### src/rtl/tick_timer_pkg.sv
package tick_timer_pkg;

  localparam int unsigned CTRL_EN_BIT = 0;
  localparam int unsigned CTRL_IE_BIT = 3;
  localparam int unsigned STAT_PEND_BIT = 0;
  localparam int unsigned WORD_LSB = 2;
  localparam int unsigned MAP_BITS = 4;

  typedef enum logic [1:0] {
    SEL_CTRL   = 2'd0,
    SEL_VALUE  = 2'd1,
    SEL_RELOAD = 2'd2,
    SEL_STATUS = 2'd3
  } reg_sel_e;

  typedef struct packed {
    logic ctrl;
    logic value;
    logic reload;
    logic status;
  } wr_strobe_t;

endpackage

### src/rtl/tmr_bus_if.sv
module tmr_bus_if
  import tick_timer_pkg::*;
#(
  parameter int unsigned ADDR_W = 12,
  parameter int unsigned DATA_W = 32
) (
  input  logic              clk_i,
  input  logic              rst_ni,
  input  logic              req_i,
  input  logic              we_i,
  input  logic [ADDR_W-1:0] addr_i,
  input  logic              en_i,
  input  logic              ie_i,
  input  logic [DATA_W-1:0] value_i,
  input  logic [DATA_W-1:0] reload_i,
  input  logic              status_i,
  output wr_strobe_t        wr_o,
  output logic [DATA_W-1:0] rdata_o,
  output logic              ready_o
);

  localparam int unsigned HI_W = ADDR_W - MAP_BITS;

  logic              mapped;
  reg_sel_e          sel;
  logic [DATA_W-1:0] rd_next;
  logic              hit_wr;
  logic              unused_lo;

  assign unused_lo = ^addr_i[WORD_LSB-1:0];
  assign mapped    = (addr_i[ADDR_W-1:MAP_BITS] == {HI_W{1'b0}});
  assign sel       = reg_sel_e'(addr_i[MAP_BITS-1:WORD_LSB]);
  assign hit_wr    = req_i & we_i & mapped;

  always_comb begin
    wr_o.ctrl   = hit_wr && (sel == SEL_CTRL);
    wr_o.value  = hit_wr && (sel == SEL_VALUE);
    wr_o.reload = hit_wr && (sel == SEL_RELOAD);
    wr_o.status = hit_wr && (sel == SEL_STATUS);
  end

  always_comb begin
    rd_next = '0;
    if (mapped) begin
      unique case (sel)
        SEL_CTRL: begin
          rd_next[CTRL_EN_BIT] = en_i;
          rd_next[CTRL_IE_BIT] = ie_i;
        end
        SEL_VALUE:  rd_next = value_i;
        SEL_RELOAD: rd_next = reload_i;
        SEL_STATUS: rd_next[STAT_PEND_BIT] = status_i;
        default:    rd_next = '0;
      endcase
    end
  end

  always_ff @(posedge clk_i or negedge rst_ni) begin
    if (!rst_ni) begin
      ready_o <= 1'b0;
      rdata_o <= '0;
    end else begin
      ready_o <= req_i;
      if (req_i) rdata_o <= we_i ? '0 : rd_next;
    end
  end

  AST_READY_ONE_CYCLE: assert property (@(posedge clk_i) disable iff (!rst_ni)
    req_i |=> ready_o);
  AST_READY_IDLE: assert property (@(posedge clk_i) disable iff (!rst_ni)
    !req_i |=> !ready_o);
  AST_UNMAPPED_ZERO: assert property (@(posedge clk_i) disable iff (!rst_ni)
    (req_i && !we_i && !mapped) |=> (rdata_o == '0));
  AST_NO_STRAY_WRITE: assert property (@(posedge clk_i) disable iff (!rst_ni)
    !mapped |-> (wr_o == '0));

endmodule

### src/rtl/tmr_counter.sv
module tmr_counter #(
  parameter int unsigned DATA_W = 32
) (
  input  logic              clk_i,
  input  logic              rst_ni,
  input  logic              en_i,
  input  logic              wr_value_i,
  input  logic              wr_reload_i,
  input  logic [DATA_W-1:0] wdata_i,
  output logic [DATA_W-1:0] value_o,
  output logic [DATA_W-1:0] reload_o,
  output logic              zero_evt_o
);

  localparam logic [DATA_W-1:0] ONE = {{(DATA_W-1){1'b0}}, 1'b1};

  logic [DATA_W-1:0] value_q;
  logic [DATA_W-1:0] reload_q;
  logic              at_zero;

  assign at_zero    = (value_q == '0);
  // a direct value write suppresses both the step and the event
  assign zero_evt_o = en_i & ~wr_value_i & at_zero;

  always_ff @(posedge clk_i or negedge rst_ni) begin
    if (!rst_ni) begin
      reload_q <= '0;
    end else if (wr_reload_i) begin
      reload_q <= wdata_i;
    end
  end

  always_ff @(posedge clk_i or negedge rst_ni) begin
    if (!rst_ni) begin
      value_q <= '0;
    end else if (wr_value_i) begin
      value_q <= wdata_i;
    end else if (en_i) begin
      value_q <= at_zero ? reload_q : value_q - ONE;
    end
  end

  assign value_o  = value_q;
  assign reload_o = reload_q;

  AST_COUNT_DOWN: assert property (@(posedge clk_i) disable iff (!rst_ni)
    (en_i && !wr_value_i && value_q != '0) |=> (value_q == $past(value_q) - ONE));
  AST_HOLD_OFF: assert property (@(posedge clk_i) disable iff (!rst_ni)
    (!en_i && !wr_value_i) |=> $stable(value_q));
  AST_RELOAD_AT_ZERO: assert property (@(posedge clk_i) disable iff (!rst_ni)
    (en_i && !wr_value_i && value_q == '0) |=> (value_q == $past(reload_q)));
  AST_WRITE_WINS: assert property (@(posedge clk_i) disable iff (!rst_ni)
    wr_value_i |=> (value_q == $past(wdata_i)));

endmodule

### src/rtl/tmr_irq.sv
module tmr_irq (
  input  logic clk_i,
  input  logic rst_ni,
  input  logic set_i,
  input  logic clr_i,
  input  logic ie_i,
  output logic status_o,
  output logic irq_o
);

  logic pend_q;

  always_ff @(posedge clk_i or negedge rst_ni) begin
    if (!rst_ni)     pend_q <= 1'b0;
    else if (set_i)  pend_q <= 1'b1;
    else if (clr_i)  pend_q <= 1'b0;
  end

  assign status_o = pend_q;
  assign irq_o    = pend_q & ie_i;

  AST_EVENT_SETS: assert property (@(posedge clk_i) disable iff (!rst_ni)
    set_i |=> status_o);
  AST_CLEAR_WORKS: assert property (@(posedge clk_i) disable iff (!rst_ni)
    (clr_i && !set_i) |=> !status_o);
  AST_PEND_STICKY: assert property (@(posedge clk_i) disable iff (!rst_ni)
    (status_o && !clr_i) |=> status_o);
  AST_NO_SPURIOUS: assert property (@(posedge clk_i) disable iff (!rst_ni)
    (!status_o && !set_i) |=> !status_o);

endmodule

### src/rtl/tick_timer.sv
module tick_timer
  import tick_timer_pkg::*;
#(
  parameter int unsigned ADDR_W = 12,
  parameter int unsigned DATA_W = 32
) (
  input  logic              clk_i,
  input  logic              rst_ni,
  input  logic              req_i,
  input  logic              we_i,
  input  logic [ADDR_W-1:0] addr_i,
  input  logic [DATA_W-1:0] wdata_i,
  output logic [DATA_W-1:0] rdata_o,
  output logic              ready_o,
  output logic              irq_o
);

  wr_strobe_t        wr;
  logic              en_q;
  logic              ie_q;
  logic [DATA_W-1:0] value;
  logic [DATA_W-1:0] reload;
  logic              status;
  logic              zero_evt;

  always_ff @(posedge clk_i or negedge rst_ni) begin
    if (!rst_ni) begin
      en_q <= 1'b0;
      ie_q <= 1'b0;
    end else if (wr.ctrl) begin
      en_q <= wdata_i[CTRL_EN_BIT];
      ie_q <= wdata_i[CTRL_IE_BIT];
    end
  end

  tmr_bus_if #(.ADDR_W(ADDR_W), .DATA_W(DATA_W)) u_bus (
    .clk_i    (clk_i),
    .rst_ni   (rst_ni),
    .req_i    (req_i),
    .we_i     (we_i),
    .addr_i   (addr_i),
    .en_i     (en_q),
    .ie_i     (ie_q),
    .value_i  (value),
    .reload_i (reload),
    .status_i (status),
    .wr_o     (wr),
    .rdata_o  (rdata_o),
    .ready_o  (ready_o)
  );

  tmr_counter #(.DATA_W(DATA_W)) u_cnt (
    .clk_i       (clk_i),
    .rst_ni      (rst_ni),
    .en_i        (en_q),
    .wr_value_i  (wr.value),
    .wr_reload_i (wr.reload),
    .wdata_i     (wdata_i),
    .value_o     (value),
    .reload_o    (reload),
    .zero_evt_o  (zero_evt)
  );

  tmr_irq u_irq (
    .clk_i    (clk_i),
    .rst_ni   (rst_ni),
    .set_i    (zero_evt),
    .clr_i    (wr.status & wdata_i[STAT_PEND_BIT]),
    .ie_i     (ie_q),
    .status_o (status),
    .irq_o    (irq_o)
  );

  AST_IRQ_NEEDS_PEND: assert property (@(posedge clk_i) disable iff (!rst_ni)
    (wr.ctrl && !wdata_i[CTRL_IE_BIT]) |=> !irq_o);
  AST_CTRL_FIELDS: assert property (@(posedge clk_i) disable iff (!rst_ni)
    wr.ctrl |=> (en_q == $past(wdata_i[CTRL_EN_BIT]) && ie_q == $past(wdata_i[CTRL_IE_BIT])));

endmodule

### config.mk
export PLATFORM = sky130hd
export DESIGN_NAME = tick_timer
export DESIGN_NICKNAME = d
export VERILOG_FILES = /design/src/rtl/tick_timer_pkg.sv /design/src/rtl/tmr_bus_if.sv /design/src/rtl/tmr_counter.sv /design/src/rtl/tmr_irq.sv /design/src/rtl/tick_timer.sv
export SDC_FILE = /design/constraint.sdc
export NUM_CORES = 1
export LEC_CHECK = 0
export BUFFER_PORTS_ARGS = -buffer_cell sky130_fd_sc_hd__buf_2
export CORE_ASPECT_RATIO = 1.75
export CORE_MARGIN = 3
export CORE_UTILIZATION = 35
export DETAILED_ROUTE_END_ITERATION = 8
export GPL_TIMING_DRIVEN = 0
export PLACE_DENSITY = 0.65
export SLEW_MARGIN = 20
export SYNTH_ARGS = -nofsm -noshare
export SYNTH_HDL_FRONTEND = slang
export SYNTH_HIERARCHICAL = 1
export SYNTH_SLANG_ARGS = --single-unit
### constraint.sdc
create_clock -name clk_i -period 6.45 [get_ports clk_i]
set_clock_uncertainty 0.15 [all_clocks]
set_input_delay 0 -clock clk_i [delete_from_list [all_inputs] [get_ports clk_i]]
set_output_delay 0 -clock clk_i [all_outputs]
set_load 0.02 [all_outputs]
=== After elaboration in Yosys (flattened, before gate mapping) ===
Cells that the tools add are included.

* Register bits: 100
* Latch bits: 0
* RAM bits: 0
* ROM bits: 0
* Input bits: 48
* Word-level logic and storage cells: 38
* Memories: 0

* Add/sub/neg operators: 1
* Multiply operators: 0
* Divide/modulo/power cells: 0
* $lt $le $gt $ge: 0
* Eq/ne operators: 3
* Shifts and indexed selects: 0
* Muxes and demuxes: 11
* Bitwise operators: 7
* Reductions and logical operators: 9

{| class="wikitable"
|+ Operator list
! kind !! count
|-
| $mux 32 || 5
|-
| $pmux 28 s2 || 1
|-
| $logic_not 32->1 || 1
|-
| $sub 32x1->32 const B || 1
|-
| $logic_not 8->1 || 1
|-
| $and 1x1->1 || 6
|-
| $eq 2x2->1 const B || 2
|-
| $logic_and 1x1->1 || 4
|-
| $pmux 1 s4 || 1
|-
| $pmux 2 s2 || 1
|-
| $reduce_bool 2->1 || 2
|-
| $pmux 1 s3 || 1
|-
| $eq 2x1->1 const B || 1
|-
| $logic_not 2->1 || 1
|-
| $mux 1 || 2
|-
| $not 1->1 || 1
|}

=== Logic depth before layout (Yosys ltp) ===
Gate-level depths: netlist (run 1).

* Word-level depth: 7
* Depth in mapped cells: 11
* Mapped depth without buffers: 7

=== Hierarchy ===
The synthesis (run 1) kept the hierarchy.

{| class="wikitable"
|+ By module, submodules not included
! module !! times used !! cells each !! area an instance (µm²)
|-
| tmr_counter || 1 || 364 || 3,707.3
|-
| tmr_bus_if || 1 || 164 || 1,838.0
|-
| tick_timer || 1 || 5 || 78.8
|-
| tmr_irq || 1 || 4 || 42.5
|}

=== Least setup slack after synthesis (run 1) ===
OpenSTA, ideal clock, no wires.

* Path type: input-to-reg
* From: input port req_i
* To: register u_cnt.value_q[31] (netlist: u_cnt/value_o[31])
* Setup time: 0.128 ns
* Data arrival time: 2.092 ns
* Required time: 6.172 ns
* Slack: 4.080 ns
* Stages on the path: 9
* Buffers on the path: 3
* Cells stage by stage: buf_4 -> or4b_1 -> nor4b_1 -> and2_1 -> clkbuf_1 -> buf_1 -> nor2_1 -> a41oi_1 -> nand3_1

{| class="wikitable"
|+ RTL lines
! element !! RTL line !! text
|-
| start, declared || tick_timer.sv:9 || <nowiki>input logic req_i,</nowiki>
|-
| end signal, assigned || tmr_counter.sv:37 || <nowiki>value_q <= wdata_i;</nowiki>
|-
| end signal, assigned || tmr_counter.sv:39 || <nowiki>value_q <= at_zero ? reload_q : value_q - ONE;</nowiki>
|-
| end, declared || tmr_counter.sv:17 || <nowiki>logic [DATA_W-1:0] value_q;</nowiki>
|}

==> results_dict.tcl, run 1 <==
set metrics [dict create \
    status "complete, but fails checks" \
    failed_checks "negative hold slack" \
    cpMostUsedCell "clkbuf_1" \
    drc 0 \
    cts_buffers 9 \
    via_per_inst 5.668 \
    clkTransAtPathRegs_ns 0.07 \
    wl_mm 16.97 \
    period_share 0.5548 \
    rows 60 \
    crit_slowest_cell "nor4b_1" \
    die-area_mm2 0.01781 \
    hp-class "in -> async" \
    synth_ff_type "dfrtp_1" \
    multi_input_area_mm2 0.002833 \
    utilization 0.4516 \
    slew_violations 0 \
    seq_area_frac_synth 0.4416 \
    clk_latency_ns 0.35 \
    max-clock-path-buffers 2 \
    hold_violations 14 \
    critPathRequiredTime_ns 6.52 \
    hpwlAfterDp_mm 12.27 \
    place.gp.congestion 0.9157 \
    synth.top_cell.area_share 0.4416 \
    power_density_mw_per_mm2 198.6 \
    maxCapViolations 0 \
    finish.instance_area_mm2 0.007052 \
    cts_root_buffer "clkbuf_16" \
    fill_cells 1518 \
    final.min_clock_period_ns 3.578 \
    dp_cells 803 \
    synth_compound_area_frac 0.1972 \
    grt_pass1_vias 5126 \
    drt_iter0_drc 338 \
    power_mw 1.400 \
    crit_chain "dlygate4sd3_1 > buf_2 > buf_4 > or4b_1 > nor4b_1 > and2_1 > clkbuf_1 > clkbuf_1 > o21ai_0 > a31oi_1 > o31ai_1" \
    portBuffers 79 \
    synth_xor_area_frac 0.03246 \
    place_ws_ns 3.047 \
    async_flop_share 1.000 \
    rsz0062_at_grt "no" \
    grt_overflow_total 0 \
    slowest_delay_ns 0.68 \
    layout_commonest_cell "dfrtp_1" \
    synth.mux.area_fraction 0.08677 \
    cp-end-kind "flip-flop" \
    whs_ns -0.01334 \
    antenna_found_initial 0 \
    vias 4880 \
    fin_setup_tns_ns 0 \
    cts_tree "yes" \
    setup_slack_ns 2.872 \
    antenna_cells 0 \
    drive_above_1_share 0.2652 \
    post_drt_wl_per_cell_um 19.71 \
    die_x_um 102.2 \
    synth.area.top_cells "dfrtp_1 (44%), o22ai_2 (6.6%), mux2_2 (6.6%)" \
    vdd_drop_max_mv 0.1041 \
    worst-path-max-fanout 10 \
    synthSimpleGateAreaFrac 0.1658 \
    grt_pass1_wl_mm 26.99 \
    start_util 0.3629 \
    ant_nets 0 \
    max_slew.worst_pin.slew_ns 0.8363 \
    seq_area_mm2 0.002502 \
    synth_area_leader_cell "dfrtp_1" \
    grt_util_all_layers 0.1938 \
    syn_nets 593 \
    syn_inst 537 \
    htreeDepth 3 \
    cts_sinks 100 \
    ys_types 58 \
    syn_area_mm2 0.005667 \
    path_class "in -> reg" \
    cts_setup_buffers 0 \
    clock.fmax_mhz 279.5 \
    finalNonFillerCells 861 \
    yosys_register_bits 100 \
    area_growth_pct 24.44 \
    synthAdderAreaFrac 0.01766 \
    arrival_ns 3.64 \
    p_leak_nw 3.149 \
    grt_max_degree 59 \
    critPathTopFamily "buffers and inverters" \
    start_kind "input port" \
    final_cell_mix "dfrtp_1 (100), buf_2 (82), dlygate4sd3_1 (42), inv_1 (39), mux2_2 (33)" \
    fp.dieH_um 174.3 \
    syn_avg_cell_area_um2 10.55 \
    yosysWarnings 6 \
    synth_top_family_by_area "compound AO/OA/AOI/OAI gates" \
    placed_area_mm2 0.006329 \
    ioPinCount 82 \
    synth_edf_count 0 \
    setup_viol 0 \
    nNetsFinal 726 \
    core_mm2 0.01562 \
    firstDrtPassIters 5 \
    crit_cells 11 \
    crit_buf_inv 5 \
    reg2reg_depth 7 \
    max-slew-margin-rel 0.4425 \
]
-- where the power goes --
group | internal, mW | total (mW) | switching (mW) | leakage, nW
combinational | 0.0790 | 0.195 | 0.116 | 1.62
clock | 0.313 | 0.555 | 0.242 | 0.146
sequential | 0.636 | 0.650 | 0.0143 | 1.38
total | 1.03 | 1.40 | 0.372 | 3.15
-- cell families (layout without fill, tap and decap cells) --
kind of cell | Yosys count | after routing
buffers and inverters | 79 | 217
muxes | 45 | 45
AOI/OAI and AO/OA | 142 | 142
xor gates and xnor gates | 21 | 21
and+or+nand+nor | 142 | 142
adders and majority gates | 8 | 8
DFF | 100 | 100
-- path summary, 6_finish.rpt --
kind | from | endpoint | slack [ns]
max | req_i | u_cnt/value_o[9]$_DFFE_PN0P_ | 2.87
min | rst_ni | u_bus/rdata_o[7]$_DFFE_PN0P_ | -0.01
max reg2reg | u_cnt/value_o[0]$_DFFE_PN0P_ | u_cnt/value_o[28]$_DFFE_PN0P_ | 3.49
min reg2reg | u_irq/status_o$_DFFE_PN0P_ | u_irq/status_o$_DFFE_PN0P_ | 0.38
max in group asynchronous | rst_ni | u_cnt/reload_o[13]$_DFFE_PN0P_ | 5.52
min in group clk_i | req_i | u_bus/ready_o$_DFF_PN0_ | 0.16
-- cell usage after synthesis (3+ instances only) --
cell,n
o22ai_1,3
a31oi_1,3
nor4_4,3
ha_1,8
o211ai_1,7
o31ai_1,5
o21ai_0,18
dfrtp_1,100
a311oi_1,3
buf_1,4
mux2_2,33
xnor2_1,18
buf_2,4
nor4_1,5
buf_6,3
or3_1,5
xor2_1,3
clkbuf_1,27
nor4_2,3
nor2_1,12
a21oi_1,27
nand2_1,15
a22oi_1,31
or4_1,6
nor3_1,12
nor3b_1,25
o22ai_2,30
and2_1,7
inv_1,39
nand3_1,16
nand4_1,3
nor2b_1,10
nand2b_1,4
mux2i_1,12
o31a_1,3
-- flip-flops by register name, summed over array words and instances (netlist names) --
name            count
u_bus/rdata_o      32
u_cnt/reload_o     32
u_cnt/value_o      32
en_q                1
ie_q                1
u_bus/ready_o       1
u_irq/status_o      1
-- layer usage --
metal / routed length [µm] / track usage
met1: 6468 / 0.2234
met2: 9277 / 0.3540
met3: 737 / 0.02450
met4: 484 / 0.07389
met5: 0 / 0
-- final cells by class --
class	count	share of cell area
repair buffers	122	0.1205
multi-input cells	358	0.4017
well taps	186	0.03300
plain buffers	40	0.02626
flip-flops and latches	100	0.3549
clock inverters	5	0.008517
inverters	39	0.02076
clock buffers	11	0.03442
-- timing repair --
action / CTS / global route
hold buffers: 42 / 0
gates resized for setup: 0 / 0
endpoints found under the hold margin: 172 / 0
endpoints found under the setup margin: 0 / 0
Power figures use the tool's default switching activity.
==> run 2, diff against run 1 <==
Settings changed: ABC_AREA set to 1.
Clock period 6.45 ns to 3.4 ns, I/O delays scaled along.
==> run 2 against run 1 <==
Compared with the run above: the flow now finishes without violations; sequential power is 130% higher; clock power up 89%; cell count rose by 33%; critical path depth grew 4; global-route usage up 0.82 points; setup slack worse by 2.6 ns; largest cell class unchanged; largest power group is now combinational cells.
==> results_dict.tcl, run 2 <==
set metrics [dict create \
    cts_root_buffer "clkbuf_16" \
    synth_compound_area_frac 0.09593 \
    nNetsFinal 975 \
    slowest_delay_ns 0.57 \
    grt_util_all_layers 0.2020 \
    die_x_um 103.9 \
    fin_setup_tns_ns 0 \
    layout_commonest_cell "nand2_1" \
    cts_sinks 100 \
    post_drt_wl_per_cell_um 15.83 \
    pwr-share-seq 0.306 \
    area_growth_pct 24.43 \
    core_mm2 0.01645 \
    p_sw_mw 2.208 \
    r2r_end "u_cnt/value_o[26]$_DFFE_PN0P_" \
    yosysWarnings 6 \
    final_cell_mix "nand2_1 (294), dfrtp_1 (100), buf_2 (88), nand3_1 (75), inv_1 (73)" \
    antenna_cells 0 \
    p_int_mw 2.715 \
    hp-class "in -> reg" \
    clkTransAtPathRegs_ns 0.08 \
    hold_depth 7 \
    syn_inst 786 \
    ant_nets 0 \
    start_util 0.3569 \
    holdPathEnd "u_bus/rdata_o[7]$_DFFE_PN0P_" \
    synthAdderAreaFrac 0.01705 \
    via_per_inst 4.911 \
    grt_pass1_vias 5706 \
    cts_resized 0 \
    wl_mm 18.17 \
    drive_above_1_share 0.1775 \
    hold_violations 0 \
    rows 62 \
    place.gp.congestion 0.9061 \
    rsz0062_at_grt "no" \
    synth.area.top_cells "dfrtp_1 (43%), nand2_1 (19%), nand3_1 (6.4%)" \
    synth_xor_area_frac 0.01492 \
    min_from "addr_i[8]" \
    seq_area_frac_synth 0.4263 \
    worst-path-max-fanout 10 \
    maxCapViolations 0 \
    period_share 0.9262 \
    max_slew.worst_pin.slew_ns 0.7044 \
    setup_viol 0 \
    pwr-share-clk 0.214 \
    clock.fmax_mhz 317.6 \
    placed_area_mm2 0.006579 \
    yosys_register_bits 100 \
    firstDrtPassIters 5 \
    clk_latency_ns 0.36 \
    p_leak_nw 4.040 \
    max-slew-margin-rel 0.5304 \
    p_comb_frac 0.480 \
    status "finished clean" \
    syn_nets 842 \
    vias 5638 \
    start_kind "input port" \
    grt_max_degree 61 \
    crit_chain "dlygate4sd3_1 > buf_2 > nor2_1 > dlygate4sd3_1 > nand2_1 > nor2_2 > nand3_1 > nor2_1 > buf_2 > nor2_4 > inv_1 > nor2_4 > buf_6 > nand2_1 > o211ai_2" \
    synthTopCellsByCount "nand2_1 (294), dfrtp_1 (100), nand3_1 (75)" \
    path_class "in -> reg" \
    regToRegStartpoint "u_cnt/value_o[0]$_DFFE_PN0P_" \
    slew_violations 0 \
    cts_hold_buffers 42 \
    finish.instance_area_mm2 0.007303 \
    cts_buffers 9 \
    hpwlAfterDp_mm 13.65 \
    crit_slowest_cell "dlygate4sd3_1" \
    ioPinCount 82 \
    fp.dieH_um 177.3 \
    synth.mux.area_fraction 0.02686 \
    grt_pass1_wl_mm 29.15 \
    cp-end-kind "flip-flop" \
    syn_avg_cell_area_um2 7.467 \
    max-clock-path-buffers 2 \
    syn_area_mm2 0.005869 \
    synth_edf_count 0 \
    switching_share 0.4485 \
    final.min_clock_period_ns 3.149 \
    r2r_slack_ns 1.29 \
    synth_area_leader_cell "dfrtp_1" \
    cts_tree "yes" \
    synthSimpleGateAreaFrac 0.3355 \
    drt_iter0_drc 271 \
    synth_ff_type "dfrtp_1" \
    reg2reg_depth 9 \
    drc 0 \
    power_density_mw_per_mm2 674.0 \
    grt_overflow_total 0 \
    ys_types 31 \
    vdd_drop_max_mv 0.3194 \
    portBuffers 79 \
    die-area_mm2 0.01842 \
    htreeDepth 3 \
    critPathRequiredTime_ns 3.47 \
    synth_top_family_by_area "simple AND/OR/NAND/NOR gates" \
    async_flop_share 1.000 \
    cts_setup_buffers 0 \
    synth.top_cell.area_share 0.4263 \
    antenna_found_initial 0 \
    arrival_ns 3.22 \
    yosysMostFrequentCell "nand2_1" \
]
-- run 2: worst max path at each step --
stage,startpoint,to,slack [ns],cells past startpoint
after floorplan,addr_i[3],u_cnt/value_o[0]$_DFFE_PN0P_,1.63,13
after global placement,addr_i[3],u_cnt/value_o[26]$_DFFE_PN0P_,0.91,14
after detailed placement,addr_i[3],u_cnt/value_o[26]$_DFFE_PN0P_,0.88,14
after CTS,addr_i[4],u_cnt/value_o[2]$_DFFE_PN0P_,0.33,15
after global routing,addr_i[4],u_cnt/value_o[26]$_DFFE_PN0P_,0.04,15
final,addr_i[4],u_cnt/value_o[2]$_DFFE_PN0P_,0.25,15
-- run 2: kinds of logic (layout without fill, tap and decap cells) --
logic type      Yosys count  in the layout
simple gates            464            464
buf+inv                 110            248
mux                      14             14
compound gates           80             80
fa+ha+maj                 8              8
xor+xnor                 10             10
flops                   100            100
-- run 2: power groups by stage --
stage / combinational, mW / sequential (mW) / clock [mW]
after floorplan: 1.76 / 1.46 / 0
after global placement: 2.27 / 1.52 / 0
after detailed placement: 2.30 / 1.52 / 0
after CTS: 2.35 / 1.50 / 1.08
after global routing: 2.62 / 1.52 / 1.13
final: 2.36 / 1.51 / 1.05
-- run 2: layout make-up --
type,count,area (µm²)
tap,224,280.3
inverter,76,285.3
sequential,100,2502
fill,1750,9143
clock buffer,11,242.7
clock inverter,5,61.31
multi-input combinational,576,2878
buffer,34,203.9
timing repair buffer,122,849.6
-- run 2: per-layer routing --
metal,global-route usage,share of wire,up-vias
li1,-,-,2780
met1,0.2112,0.37,2682
met2,0.3912,0.56,131
met3,0.01929,0.028,45
met4,0.1126,0.048,0
met5,0,0,-
-- run 2: worst max-delay path: cells and delay by family --
| family | cells | cell delay [ns] |
|---|---|---|
| AOI/OAI and AO/OA | 1 | 0.08 |
| buffers and inverters | 6 | 1.90 |
| and+or+nand+nor | 8 | 1.23 |
-- run 2: through the flow --
stage               std cells  power (mW)  worst slack (ns)  hold WS [ns]    util
detailed placement       1090       3.823            0.8850       -0.1979  0.4000
finish                   1148       4.922            0.2509       0.06832  0.4441
global route             1148       5.271           0.04318        0.1037  0.4441
CTS                      1148       4.930            0.3288       0.06748  0.4441
floorplan                 786       3.221             1.632       -0.4456       -
global placement         1089       3.787            0.9104    -0.0008202  0.3980
